===== src/rtl/status_word_tx.sv =====
module status_word_tx #(
  parameter int BIT_CYCLES    = 13021,
  parameter int PERIOD_CYCLES = 33_000_000
) (
  input  logic       clk,
  input  logic       rst_n,
  input  logic       en,
  input  logic [2:0] dc_alarm,
  input  logic [5:0] target_on,
  input  logic [1:0] trip_code,
  output logic       tx,
  output logic       busy
);
  localparam int FRAME_BITS = 18;
  localparam int PW = (PERIOD_CYCLES > 2) ? $clog2(PERIOD_CYCLES) : 1;
  localparam int BW = (BIT_CYCLES > 2) ? $clog2(BIT_CYCLES) : 1;
  localparam int NW = $clog2(FRAME_BITS);

  logic [PW-1:0]         per_cnt;
  logic [BW-1:0]         bit_cnt;
  logic [NW-1:0]         bit_idx;
  logic [FRAME_BITS-1:0] shreg;

  wire [15:0] word       = {trip_code, target_on, dc_alarm, 4'b0000, 1'b1};
  wire        period_end = en && (per_cnt == PW'(PERIOD_CYCLES - 1));
  wire        bit_end    = (bit_cnt == BW'(BIT_CYCLES - 1));
  wire        last_bit   = (bit_idx == NW'(FRAME_BITS - 1));

  assign tx = shreg[0];

  always_ff @(posedge clk) begin
    if (!rst_n) begin
      per_cnt <= '0;
      bit_cnt <= '0;
      bit_idx <= '0;
      busy    <= 1'b0;
      shreg   <= '1;
    end else begin
      if (!en || period_end) per_cnt <= '0;
      else                   per_cnt <= per_cnt + 1'b1;

      if (period_end && !busy) begin
        busy    <= 1'b1;
        shreg   <= {1'b1, word, 1'b0};
        bit_cnt <= '0;
        bit_idx <= '0;
      end else if (busy) begin
        if (bit_end) begin
          bit_cnt <= '0;
          shreg   <= {1'b1, shreg[FRAME_BITS-1:1]};
          if (last_bit) busy    <= 1'b0;
          else          bit_idx <= bit_idx + 1'b1;
        end else begin
          bit_cnt <= bit_cnt + 1'b1;
        end
      end
    end
  end
endmodule


===== config.mk =====
export PLATFORM = sky130hd
export DESIGN_NAME = status_word_tx
export DESIGN_NICKNAME = d
export VERILOG_FILES = /design/src/rtl/status_word_tx.sv
export SDC_FILE = /design/constraint.sdc
export NUM_CORES = 1
export LEC_CHECK = 0
export BUFFER_PORTS_ARGS = -buffer_cell sky130_fd_sc_hd__buf_2
export CAP_MARGIN = 30
export CORE_MARGIN = 3
export CORE_UTILIZATION = 40
export DETAILED_ROUTE_END_ITERATION = 16
export PLACE_DENSITY_LB_ADDON = 0.1
export SLEW_MARGIN = 5
export SYNTH_ARGS = -nofsm -noshare
export SYNTH_HDL_FRONTEND = slang
export SYNTH_SLANG_ARGS = --single-unit
export TNS_END_PERCENT = 20

===== constraint.sdc =====
create_clock -name clk -period 2.2 [get_ports clk]
set_input_delay 0.11 -clock clk [delete_from_list [all_inputs] [get_ports clk]]
set_output_delay 0.11 -clock clk [all_outputs]
set_load 0.02 [all_outputs]

==> run summary, run 1 <==
### Timing
- Final setup viols: 0
- slack of the critical path: 0.139 ns
- final cycle utilization of the critical path: 0.937
- skew final: 0.0103 ns
- count of final hold-check violations: 0
- post-route minimum period: 2.06 ns
- RSZ-0062 raised after global routing: no
- max-slew violation count: 0
- total negative setup slack: 0 ns
- upper clock frequency limit: 485 MHz
- normalized max-slew margin: 0.673
- Worst Tran Pin Value: 0.490 ns

### Power
- power density normalized to cell area: 672 nW/um2
- largest voltage drop on the vdd net: 0.286 mV
- Static Leakage: 0.00128 uW

### Logic synthesis
- number of flip-flops and latches in the synthesized netlist: 62
- Cell Area, Synth: 2890 um2
- number of enable flip-flop cells after synthesis: 0
- proportion of register bits with asynchronous set or reset after synthesis: 0
- main combinational cell family by area after synthesis: simple AND/OR/NAND/NOR gates
- portion of netlist area occupied by mux cells: 0.0139
- Area contributors post-synth: sky130_fd_sc_hd__dfxtp_1 43%, sky130_fd_sc_hd__xor2_1 7.3%, sky130_fd_sc_hd__nor2_1 6.6%
- commonest register cell after synthesis: sky130_fd_sc_hd__dfxtp_1
- unique cell type count in the Yosys netlist: 37
- synthesized net count: 353
- area fraction in and, or, nand and nor cells after synthesis: 0.339
- post-synth top area cell: sky130_fd_sc_hd__dfxtp_1
- synthesized-area fraction occupied by xor and xnor cells: 0.112
- Synth top area share: 0.430
- Avg Synthesized Cell Area: 8.64 um2
- complex-gate fraction of the synthesized area: 0.0438
- number of synthesis warnings: 0
- sequential-to-total area share from yosys stat: 0.430
- fraction of the mapped netlist area in adder cells: 0.0217
- Gate Count Post-Synth: 334

### Critical path
- Worst R2R End: shreg[11]
- Crit Path Category: reg -> reg
- worst setup path startpoint: per_cnt[6]
- Worst Path Arrival: 2.29 ns
- CP Capture Type: flip-flop
- FF-to-FF setup slack: 0.14 ns
- length in cells of the worst reg-to-reg path: 5
- Critical R2R Launch: per_cnt[6]
- maximum fanout along the worst path: 19
- data required time at the worst endpoint: 2.43 ns
- sort of element at the start of the critical path: flip-flop

### Die
- initial standard-cell utilization of the core: 0.418
- placeable core region: 6910 um2
- Total Die Area: 8270 um2
- # rows: 30
- die extent in y: 90.9 um
- width of the chip: 90.9 um
- num ports: 16

### Status
- result of the run: finished, final reports clean

### Drt
- Avg Vias per Cell: 4.93
- DRT iter0 DRCs: 62
- wire per inst: 12.3 um
- Final ANT Viol Nets: 0
- drc violations: 0
- via count: 2,308
- total wirelength of the detailed-routed design: 5750 um
- Pre-Repair DR Iteration Count: 4

### Flow run
- Maximum Capacitance Violations: 0

### Place
- number of buffers inserted by port buffering: 15
- global placer's final weighted congestion: 0.772
- worst slack, placed: 0.122 ns
- HPWL after detailed placement: 3910 um

### Clock tree
- Clk Tree Root Cell: sky130_fd_sc_hd__clkbuf_8
- TritonCTS clock tree: built
- H-tree lvl count: 3
- source-to-sink clock delay at the later pin of the worst-skew pair: 0.33 ns
- TritonCTS Buffers: 9
- Worst-path clk slew: 0.07 ns
- clock net sink count: 62
- number of setup buffers added after CTS: 0
- Max Buffers Root-to-Sink: 2

### Final layout
- number of antenna diodes: 0
- utilization of the core after routing: 0.497
- commonest cells after routing, fill and taps aside: 62 x sky130_fd_sc_hd__dfxtp_1, 50 x sky130_fd_sc_hd__nor2_1, 41 x sky130_fd_sc_hd__nand2_1
- leading cell type in the layout, fill and taps excluded: sky130_fd_sc_hd__dfxtp_1
- synth-to-layout area growth: 19.0%
- NumNets Final: 386
- fraction of layout cells with a size suffix above 1: 0.142

### Worst hold path
- worst min path class: in -> reg
- worst hold path cell count: 3
- Min-Delay Startpoint: trip_code[1]
- end of the worst hold path: shreg[16]

### Global route
- remaining global-route overflow: 0
- GRT Resource Usage Total: 0.150
- initial antenna violation count: 0
- maximum number of pins on one net before global-route repair: 23
- vias in the first global route: 2,237
- first-pass GRT wire length: 10,200 um

## worst max path at each step
stage                            to  slack, ns  cells past startpoint
after detailed placement  shreg[11]       0.12                      5
after floorplan           shreg[11]       0.19                      6
final                     shreg[11]       0.14                      5
after global placement    shreg[11]       0.17                      5
after CTS                 shreg[11]       0.11                      5
after global routing      shreg[11]       0.02                      5
## area by class of cell
class	count	area (um2)
fill	690	3470
tap	96	120
sequential	62	1240
timing repair buffer	38	285
multi-input combinational	250	1540
inverter	6	22.5
clock buffer	11	141
clock inverter	5	82.6
## synthesized netlist by cell type, types with 3 or more instances
| cell type | number |
|---|---|
| sky130_fd_sc_hd__dfxtp_1 | 62 |
| sky130_fd_sc_hd__nor2_1 | 51 |
| sky130_fd_sc_hd__nand2_1 | 41 |
| sky130_fd_sc_hd__nand3_1 | 32 |
| sky130_fd_sc_hd__xor2_1 | 24 |
| sky130_fd_sc_hd__and3_1 | 15 |
| sky130_fd_sc_hd__nand4_1 | 15 |
| sky130_fd_sc_hd__xnor2_1 | 13 |
| sky130_fd_sc_hd__a211o_1 | 10 |
| sky130_fd_sc_hd__clkbuf_1 | 9 |
| sky130_fd_sc_hd__and4_1 | 6 |
| sky130_fd_sc_hd__inv_1 | 6 |
| sky130_fd_sc_hd__ha_1 | 5 |
| sky130_fd_sc_hd__a21oi_1 | 4 |
| sky130_fd_sc_hd__mux2i_1 | 4 |
| sky130_fd_sc_hd__nor4_1 | 4 |
| sky130_fd_sc_hd__buf_2 | 3 |
| sky130_fd_sc_hd__buf_6 | 3 |
| sky130_fd_sc_hd__nor2b_1 | 3 |
| sky130_fd_sc_hd__nor3_1 | 3 |
## report_power, final
group / internal [uW] / switching, uW / leakage [uW] / total (uW)
logic: 31.0 / 33.9 / 0.000664 / 64.9
clock network: 671 / 444 / 0.000113 / 1120
registers: 1130 / 3.41 / 0.000500 / 1130
total: 1830 / 481 / 0.00128 / 2310
## what timing repair did
item                       in CTS  in global routing
resized for setup               0                  1
hold buffers                   10                  0
setup endpoints to repair       0                 10
hold endpoints to repair       10                  0
## cells by family after synthesis
logic type | after synthesis
flip-flops | 62
multiplexers | 4
buffers and inverters | 22
AO/OA/AOI/OAI | 17
XOR/XNOR | 37
adder cells (fa/ha/maj) | 5
AND/OR/NAND/NOR | 187
## worst max-delay path: stages (launching register included)
cell and delay, ns:
sky130_fd_sc_hd__dfxtp_1 0.39, sky130_fd_sc_hd__or4_4 0.52, sky130_fd_sc_hd__nor4_4 0.20, sky130_fd_sc_hd__nand4_4 0.30
sky130_fd_sc_hd__and3_1 0.29, sky130_fd_sc_hd__a211o_1 0.25
## registers in the layout, summed over array words and instances (netlist names)
name and cells:
per_cnt 25, busy 1, bit_cnt 14, shreg 17, bit_idx 5
## stage by stage
step | power (uW) | instance area, um2 | hold slack (ns) | std cells
2_1_floorplan | 1180 | 2890 | 0.228 | 334
3_5_place_dp | 1210 | 3110 | 0.317 | 442
5_1_grt | 2400 | 3430 | 0.0224 | 468
6_report | 2310 | 3430 | 0.0201 | 468
3_3_place_gp | 1210 | 3110 | 0.312 | 442
4_1_cts | 2350 | 3430 | 0.00166 | 468
## metal layers
| layer | vias up | share of wire | GRT usage | routed length [um] |
|---|---|---|---|---|
| met5 | - | 0 | 0 | 0 |
| met4 | 0 | 0.0080 | 0.0377 | 46 |
| met3 | 5 | 0.037 | 0.0539 | 213 |
| met2 | 28 | 0.45 | 0.231 | 2600 |
| met1 | 1061 | 0.50 | 0.201 | 2890 |
| li1 | 1214 | - | - | - |
Note: power is estimated with default switching activity, not from simulation.
==> inputs of run 2 (changes only) <==
- BUFFER_PORTS_ARGS: -buffer_cell sky130_fd_sc_hd__buf_2 -> default
- DONT_BUFFER_PORTS: default -> 1
==> run 2 against run 1 <==
Power shrank 6.1%. First-iteration DRC count up 95%. Worst setup slack improved by 0.024 ns. Design area shrank 1.7%. Hold slack improved by 0.052 ns. Die area unchanged. Clock skew rose by 0.0022 ns. Critical endpoint is now bit_idx[1].
==> run summary, run 2 (same netlist as run 1, synthesis figures left out) <==
### Timing
- post-route minimum period: 2.04 ns
- RSZ-0062 raised after global routing: no
- Worst Tran Pin Value: 0.653 ns
- skew final: 0.0125 ns
- Final setup viols: 0
- upper clock frequency limit: 491 MHz
- total negative setup slack: 0 ns
- normalized max-slew margin: 0.563
- max-slew violation count: 0
- worst hold-check slack: 0.0720 ns
- count of final hold-check violations: 0
- slack of the critical path: 0.163 ns
- final cycle utilization of the critical path: 0.926

### Worst hold path
- worst hold path cell count: 2
- worst min path class: in -> reg
- Min-Delay Startpoint: rst_n
- end of the worst hold path: bit_cnt[1]

### Global route
- initial antenna violation count: 0
- first-pass GRT wire length: 10,100 um
- maximum number of pins on one net before global-route repair: 22
- remaining global-route overflow: 0
- vias in the first global route: 2,138
- GRT Resource Usage Total: 0.150

### Critical path
- sort of element at the start of the critical path: flip-flop
- kind of cell with the highest combined delay on the critical path: simple AND/OR/NAND/NOR gates
- data required time at the worst endpoint: 2.46 ns
- FF-to-FF setup slack: 0.16 ns
- Buffers & Inverters on Critical Path: 0
- delay of the slowest cell on the worst path: 0.66 ns
- Critical R2R Launch: bit_cnt[10]
- cells traversed along the worst timing path: or3b_4 -> or4_4 -> or3_1 -> a21oi_1
- Crit Path Category: reg -> reg
- maximum fanout along the worst path: 21
- Worst Path Arrival: 2.29 ns
- length in cells of the worst reg-to-reg path: 4
- standard cell with the maximum stage delay on the critical path: sky130_fd_sc_hd__or4_4
- CP Capture Type: flip-flop
- Worst R2R End: bit_idx[1]

### Die
- die extent in y: 90.9 um
- # rows: 30
- Total Die Area: 8270 um2
- width of the chip: 90.9 um
- initial standard-cell utilization of the core: 0.418
- placeable core region: 6910 um2
- num ports: 16

### Final layout
- number of antenna diodes: 0
- most flop-heavy register: per_cnt
- area taken by flip-flops and latches: 1240 um2
- fraction of layout cells with a size suffix above 1: 0.108
- commonest cells after routing, fill and taps aside: 62 x sky130_fd_sc_hd__dfxtp_1, 50 x sky130_fd_sc_hd__nor2_1, 41 x sky130_fd_sc_hd__nand2_1
- area occupied by multi-input gates: 1540 um2
- synth-to-layout area growth: 17.0%
- leading cell type in the layout, fill and taps excluded: sky130_fd_sc_hd__dfxtp_1
- NumNets Final: 374
- top flop regs: per_cnt: 25 flops, shreg: 17 flops, bit_cnt: 14 flops
- number of filler cells placed in the layout: 713
- Largest register FFs: 25

### Place
- HPWL after detailed placement: 3860 um
- worst slack, placed: 0.166 ns
- global placer's final weighted congestion: 0.752
- number of buffers inserted by port buffering: 0

### Clock tree
- Clk Tree Root Cell: sky130_fd_sc_hd__clkbuf_8
- TritonCTS clock tree: built
- Max Buffers Root-to-Sink: 2
- H-tree lvl count: 3
- source-to-sink clock delay at the later pin of the worst-skew pair: 0.33 ns
- Worst-path clk slew: 0.07 ns
- clock net sink count: 62
- TritonCTS Buffers: 9

### Flow run
- Maximum Capacitance Violations: 0

### Drt
- Avg Vias per Cell: 4.99
- total wirelength of the detailed-routed design: 5720 um
- Pre-Repair DR Iteration Count: 4
- wire per inst: 12.5 um
- DRT iter0 DRCs: 121
- Final ANT Viol Nets: 0
- drc violations: 0
- via count: 2,277

### Status
- result of the run: finished, final reports clean

### Power
- largest voltage drop on the vdd net: 0.466 mV
- power density normalized to cell area: 642 nW/um2
- Static Leakage: 0.00121 uW

run 2: per-stage QoR:
step	total power (uW)	instances	instance area, um2	util
2_1_floorplan	1180	334	2890	-
3_3_place_gp	1190	427	3040	0.441
3_5_place_dp	1190	427	3040	0.441
4_1_cts	2210	456	3370	0.488
5_1_grt	2250	456	3380	0.489
6_report	2170	456	3380	0.489
run 2: layout make-up:
cell class | count | area share
multi-input combinational | 250 | 0.456
sequential | 62 | 0.368
timing repair buffer | 26 | 0.0749
clock buffer | 9 | 0.0367
tap | 96 | 0.0356
clock inverter | 7 | 0.0222
inverter | 6 | 0.00667
run 2: report_power, final:
group | internal, uW | switching, uW
clock | 524 | 458
combinational | 27.5 | 27.4
sequential | 1130 | 6.12
run 2: metal layers:
layer	vias up	GRT usage	wire length (um)
met2	33	0.218	2610
met5	-	0	0
met3	6	0.0489	188
li1	1195	-	-
met1	1043	0.203	2820
met4	0	0.0641	97
run 2: how the worst max path moves through the flow:
stage / from / endpoint / slack [ns] / cells past startpoint
2_1_floorplan: busy / shreg[11] / 0.19 / 6
3_3_place_gp: per_cnt[12] / shreg[11] / 0.17 / 5
3_5_place_dp: per_cnt[8] / shreg[11] / 0.17 / 5
4_1_cts: per_cnt[8] / shreg[11] / 0.15 / 5
5_1_grt: per_cnt[8] / shreg[11] / 0.07 / 5
6_report: bit_cnt[10] / bit_idx[1] / 0.16 / 4
run 2: repair_timing:
| item | 4_1_cts | 5_1_grt |
|---|---|---|
| endpoints found under the hold margin | 19 | 0 |
| gates resized for setup | 0 | 1 |
| endpoints found under the setup margin | 0 | 10 |
| hold buffers | 13 | 0 |
| buffers inserted | 0 | 0 |
